**src/rtl/slot_waste_pkg.sv**
```systemverilog
package slot_waste_pkg;

  // Number of named stall causes; one more bin collects undefined codes.
  localparam int NUM_NAMED_CAUSES = 12;

  typedef enum logic [3:0] {
    STALL_MEM_CONFLICT = 4'd0,
    STALL_FP_LONG      = 4'd1,
    STALL_FP_SHORT     = 4'd2,
    STALL_INT_LONG     = 4'd3,
    STALL_INT_SHORT    = 4'd4,
    STALL_LOAD_DELAY   = 4'd5,
    STALL_CTRL_HAZARD  = 4'd6,
    STALL_BR_MISPRED   = 4'd7,
    STALL_DC_MISS      = 4'd8,
    STALL_IC_MISS      = 4'd9,
    STALL_DTLB_MISS    = 4'd10,
    STALL_ITLB_MISS    = 4'd11
  } stall_cause_e;

endpackage

```
**src/rtl/swa_slot_split.sv**
```systemverilog
// Splits one issue report into busy and waste increments.
module swa_slot_split #(
  parameter int SLOTS = 8,
  parameter int INC_W = $clog2(SLOTS + 1)
) (
  input  logic [INC_W-1:0] issued,
  output logic [INC_W-1:0] busy_inc,
  output logic [INC_W-1:0] vert_inc,
  output logic [INC_W-1:0] horiz_inc,
  output logic [INC_W-1:0] waste_inc
);

  localparam logic [INC_W-1:0] FULL = INC_W'(SLOTS);

  logic [INC_W-1:0] filled;

  always_comb begin
    filled = (issued > FULL) ? FULL : issued;
    busy_inc  = filled;
    waste_inc = FULL - filled;
    if (filled == '0) begin
      vert_inc  = FULL;
      horiz_inc = '0;
    end else begin
      vert_inc  = '0;
      horiz_inc = FULL - filled;
    end
  end

endmodule

```
**src/rtl/swa_cause_sel.sv**
```systemverilog
// Turns a cause code into a one-hot bin select; unnamed codes use the last bin.
module swa_cause_sel #(
  parameter int CAUSE_W  = 4,
  parameter int NUM_NAMED = 12,
  parameter int NUM_BINS = NUM_NAMED + 1
) (
  input  logic [CAUSE_W-1:0]  code,
  output logic [NUM_BINS-1:0] sel
);

  localparam logic [CAUSE_W-1:0] FIRST_OTHER = CAUSE_W'(NUM_NAMED);

  for (genvar gi = 0; gi < NUM_NAMED; gi++) begin : g_named
    assign sel[gi] = (code == CAUSE_W'(gi));
  end

  assign sel[NUM_NAMED] = (code >= FIRST_OTHER);

endmodule

```
**src/rtl/swa_sat_ctr.sv**
```systemverilog
// Saturating accumulator with synchronous clear and explicit load enable.
module swa_sat_ctr #(
  parameter int CNT_W = 32,
  parameter int INC_W = 4
) (
  input  logic             clk,
  input  logic             rst_n,
  input  logic             clr,
  input  logic             en,
  input  logic [INC_W-1:0] inc,
  output logic [CNT_W-1:0] cnt
);

  logic [CNT_W-1:0] cnt_q;
  logic [CNT_W-1:0] cnt_d;
  logic [CNT_W:0]   sum;
  logic             ld;

  always_comb begin
    sum   = {1'b0, cnt_q} + (CNT_W + 1)'(inc);
    ld    = clr | en;
    cnt_d = cnt_q;
    if (clr) begin
      cnt_d = '0;
    end else if (en) begin
      cnt_d = sum[CNT_W] ? '1 : sum[CNT_W-1:0];
    end
  end

  always_ff @(posedge clk or negedge rst_n) begin
    if (!rst_n) begin
      cnt_q <= '0;
    end else if (ld) begin
      cnt_q <= cnt_d;
    end
  end

  assign cnt = cnt_q;

endmodule

```
**src/rtl/slot_waste_acct.sv**
```systemverilog
module slot_waste_acct #(
  parameter int SLOTS     = 8,
  parameter int CNT_W     = 32,
  parameter int CAUSE_W   = 4,
  parameter int NUM_NAMED = slot_waste_pkg::NUM_NAMED_CAUSES,
  parameter int ISS_W     = $clog2(SLOTS + 1),
  parameter int NUM_BINS  = NUM_NAMED + 1
) (
  input  logic                      clk,
  input  logic                      rst_n,
  input  logic                      sample_vld,
  input  logic [ISS_W-1:0]          issued,
  input  logic [CAUSE_W-1:0]        cause_code,
  input  logic                      clear,
  output logic [CNT_W-1:0]          busy_cnt,
  output logic [CNT_W-1:0]          vert_cnt,
  output logic [CNT_W-1:0]          horiz_cnt,
  output logic [NUM_BINS*CNT_W-1:0] cause_cnt
);

  logic                take;
  logic [ISS_W-1:0]    busy_inc;
  logic [ISS_W-1:0]    vert_inc;
  logic [ISS_W-1:0]    horiz_inc;
  logic [ISS_W-1:0]    waste_inc;
  logic [NUM_BINS-1:0] bin_sel;

  // A clear in the same cycle wins over the sample.
  assign take = sample_vld & ~clear;

  swa_slot_split #(.SLOTS(SLOTS), .INC_W(ISS_W)) u_split (
    .issued    (issued),
    .busy_inc  (busy_inc),
    .vert_inc  (vert_inc),
    .horiz_inc (horiz_inc),
    .waste_inc (waste_inc)
  );

  swa_cause_sel #(.CAUSE_W(CAUSE_W), .NUM_NAMED(NUM_NAMED), .NUM_BINS(NUM_BINS)) u_sel (
    .code (cause_code),
    .sel  (bin_sel)
  );

  swa_sat_ctr #(.CNT_W(CNT_W), .INC_W(ISS_W)) u_busy (
    .clk (clk), .rst_n (rst_n), .clr (clear),
    .en  (take & (busy_inc != '0)), .inc (busy_inc), .cnt (busy_cnt)
  );

  swa_sat_ctr #(.CNT_W(CNT_W), .INC_W(ISS_W)) u_vert (
    .clk (clk), .rst_n (rst_n), .clr (clear),
    .en  (take & (vert_inc != '0)), .inc (vert_inc), .cnt (vert_cnt)
  );

  swa_sat_ctr #(.CNT_W(CNT_W), .INC_W(ISS_W)) u_horiz (
    .clk (clk), .rst_n (rst_n), .clr (clear),
    .en  (take & (horiz_inc != '0)), .inc (horiz_inc), .cnt (horiz_cnt)
  );

  for (genvar gb = 0; gb < NUM_BINS; gb++) begin : g_bin
    swa_sat_ctr #(.CNT_W(CNT_W), .INC_W(ISS_W)) u_bin (
      .clk (clk), .rst_n (rst_n), .clr (clear),
      .en  (take & bin_sel[gb] & (waste_inc != '0)),
      .inc (waste_inc),
      .cnt (cause_cnt[gb*CNT_W +: CNT_W])
    );
  end

endmodule

```
**config.mk**
```make
export PLATFORM = sky130hd
export DESIGN_NAME = slot_waste_acct
export DESIGN_NICKNAME = d
export VERILOG_FILES = /design/src/rtl/slot_waste_pkg.sv /design/src/rtl/swa_slot_split.sv /design/src/rtl/swa_cause_sel.sv /design/src/rtl/swa_sat_ctr.sv /design/src/rtl/slot_waste_acct.sv
export SDC_FILE = /design/constraint.sdc
export NUM_CORES = 1
export LEC_CHECK = 0
export ABC_AREA = 1
export BUFFER_PORTS_ARGS = -buffer_cell sky130_fd_sc_hd__buf_2
export CAP_MARGIN = 20
export CORE_MARGIN = 2
export CORE_UTILIZATION = 40
export CTS_BUF_LIST = sky130_fd_sc_hd__clkbuf_16
export CTS_CLUSTER_SIZE = 40
export DETAILED_ROUTE_END_ITERATION = 10
export HOLD_SLACK_MARGIN = 0.03
export SETUP_SLACK_MARGIN = 0.2
export SYNTH_ARGS = -nofsm -noshare
export SYNTH_HDL_FRONTEND = slang
export SYNTH_HIERARCHICAL = 1
export SYNTH_SLANG_ARGS = --single-unit
```
**constraint.sdc**
```tcl
create_clock -name clk -period 1.8 [get_ports clk]
set_clock_uncertainty 0.1 [all_clocks]
set_input_delay 0.27 -clock clk [delete_from_list [all_inputs] [get_ports clk]]
set_output_delay 0.27 -clock clk [all_outputs]
set_load 0.05 [all_outputs]
```
==> run metrics <==
status=complete, but fails checks; failing checks=negative setup slack; TritonCTS clock tree=yes; RSZ-0062 raised after global routing=true; tightest hold margin=0.229 ns; top_reg_cell synth=dfrtp_1; most frequent cells in the layout=nand2_1 (2,483), buf_4 (687), nor2_1 (605); syn avg cell area=6.51 sq um; overall die height=324 microns; core box area=102,000 sq um; clock latency on the worst-skew pair=0.64 ns; commonest non-fill, non-tap cell in the layout=nand2_1; initial antenna violation count=5; filler instances=9,826; Post-Syn Area=41,000 sq um; final hold vios=0; #FFs+latches synth=512; Post-synth EDFFs=0; Setup crit end kind=register; Synth async-reset ratio=100%; Worst Tran Pin Value=0.669 ns; maximum number of pins on one net before global-route repair=66; gr usage total=28.5%; sequential share of the synthesized area=31.3%; number of global-route vias before repair=43,500; cts bufs inserted=69; period utilisation layout=117%; drt first pass iters=6; num rows=117; CP Launch Type=register; max-cap violations=0; Syn Inst Count=6,288; Initial Utilization=40.3%; Req. time, crit path=2.21 ns; HPWL Detailed=117,000 microns; Synth Warn #=6; Bufs on Longest Clock Path=3; crit path max fanout=6; CTS root buffer=clkbuf_16; DRC=0; IO Pins=524; fmax=0.475 GHz; WS Path Type=reg2reg; Max IR drop VDD=0.000822 V; CTS Sinks=512; fin crit period=2.11 ns; Final nets=7,704; multi-input logic area=27,500 sq um; initial DRC count=3,136; layout cell share with drive strength beyond 1=32.5%; Distinct cells, synth=40; Worst Hold Class=in2reg; total gr overflow=0; global-route wire length before repair=238,000 microns; clk slew on worst S/H paths=0.06 ns; final setup fails=659; leakage=0.0305 uW; H-tree Lvls=3; DP Worst Slack=-1.07 ns; final worst slack=-0.306 ns; die area=105,000 sq um; Finished Layout Cells=9,030; pwr dens=484 nW/um^2; WP data arrival=2.52 ns; area grow syn2layout=40.2%; routability congestion estimate=0.941; number of vias per cell=5.11; total number of vias=46,100; total detailed-routing wirelength=155,000 microns; register area=12,800 sq um; DR WL/cell=17.1 microns; Final ANT Viol Nets=0; Max Slew Vio Count=0; port buffer count=523; Die Wd=324 microns; dpl cells=8,794; Slew Limit Headroom=55.2%
==> sequential cells by signal, summed over array words and instances (netlist names) <==
signal           flops
u_busy/cnt          32
g_bin.u_bin/cnt    416
u_vert/cnt          32
u_horiz/cnt         32
==> critical path, stage by stage, from the launching register on <==
cell and delay (ns):
dfrtp_1 0.41, ha_4 0.18, fa_2 0.40, nand2_2 0.11, nand3_4 0.10, nand3_4 0.10
nor2_4 0.05, nand2_4 0.11, buf_12 0.12, buf_12 0.12, nand3_2 0.06, nand2_1 0.06
o21ai_1 0.06
==> routing by layer <==
metal  part of all wire (%)  vias up  track usage, %
met5                  0.022        -               0
met4                    4.1        6            11.7
met3                    6.7      324            5.66
met2                     47     1346            47.8
met1                     42    21800            35.7
li1                       -    22600               -
==> per-stage QoR <==
step	cell area, sq um	power (uW)	setup TNS, ns	utilization (%)
floorplan	41900	12600	-191.22	-
global placement	51800	13700	-540.31	51.0
detailed placement	51800	13700	-426.99	51.0
CTS	55900	28100	-90.14	55.0
global route	57400	28700	-137.66	56.5
finish	57400	27800	-80.77	56.5
==> layout make-up <==
class | instances | area share, %
Clock buffer | 71 | 3.10
Tap cell | 1368 | 2.98
Inverter | 647 | 4.38
Multi-Input combinational cell | 5003 | 48.0
Clock inverter | 49 | 0.780
Antenna cell | 2 | 0.00872
Timing Repair Buffer | 1378 | 18.4
Sequential cell | 512 | 22.3
==> path summary, 6_finish.rpt <==
path	start	endpoint	slack, ns	cells after the start
worst max-delay path	g_bin[9].u_bin/cnt[0]	g_bin[9].u_bin/cnt[10]	-0.31	12
worst min-delay path	issued[0]	u_busy/cnt[0]	0.23	6
worst max register to register	g_bin[9].u_bin/cnt[0]	g_bin[9].u_bin/cnt[10]	-0.31	12
worst min register to register	g_bin[1].u_bin/cnt[1]	g_bin[1].u_bin/cnt[1]	0.45	2
max in group asynchronous	rst_n	g_bin[5].u_bin/cnt[23]	0.25	3
min in group asynchronous	rst_n	g_bin[6].u_bin/cnt[15]	0.27	3
==> power breakdown <==
group	total [uW]	leakage [uW]	switching (uW)	internal, uW
Sequential	11600	0.00715	22.6	11500
Combinational	2110	0.0222	1370	733
Clock	14100	0.00115	5730	8390
Total	27800	0.0305	7130	20700
==> cells in the mapped netlist (10+ instances only) <==
library cell     n  area share, %
inv_1          602            5.5
nand3_2        168            4.1
fa_1            16           0.78
nand3_1        400            4.9
nor3_1          33           0.40
inv_2           35           0.32
nand2_2         79            1.2
o21ai_2         32           0.68
nand4_4         10           0.52
xor2_1          42           0.90
xnor2_1         36           0.77
o211ai_1        58            1.1
nor2_2          54           0.82
buf_2           42           0.51
o21ai_0        112            1.4
nor2_1         642            5.9
o21ai_1        196            2.4
nand2_1       2636             24
dfrtp_1        512             31
o21bai_1        10           0.18
nand3b_1        90            1.6
a21oi_2         10           0.21
buf_6           41            1.1
and2_1          16           0.24
nand3_4         16           0.68
clkinv_2        10           0.12
nand4_1        120            1.8
nor2_4          94            2.6
ha_1            65            2.0
or2_2           12           0.18
clkbuf_1        33           0.30
a21oi_1         28           0.34
==> timing repair <==
action	4_1_cts	5_1_grt
setup endpoints to repair	1024	1033
pin swaps	160	229
hold buffers	2	0
hold endpoints to repair	512	0
resized for setup	309	290
gates cloned	10	4
buffers inserted	55	43
==> kinds of logic (layout without fill, tap and decap cells) <==
kind of cell / after synthesis / in the layout / share of synthesized area, %
AOI/OAI and AO/OA: 447 / 447 / 6.27
buffers and inverters: 775 / 2145 / 8.09
xor gates and xnor gates: 78 / 78 / 1.67
DFF: 512 / 512 / 31.3
and+or+nand+nor: 4394 / 4394 / 49.9
other: 1 / 5 / 0.00916
adders and majority gates: 81 / 81 / 2.77
No activity file was read; power rests on OpenSTA's default activity.
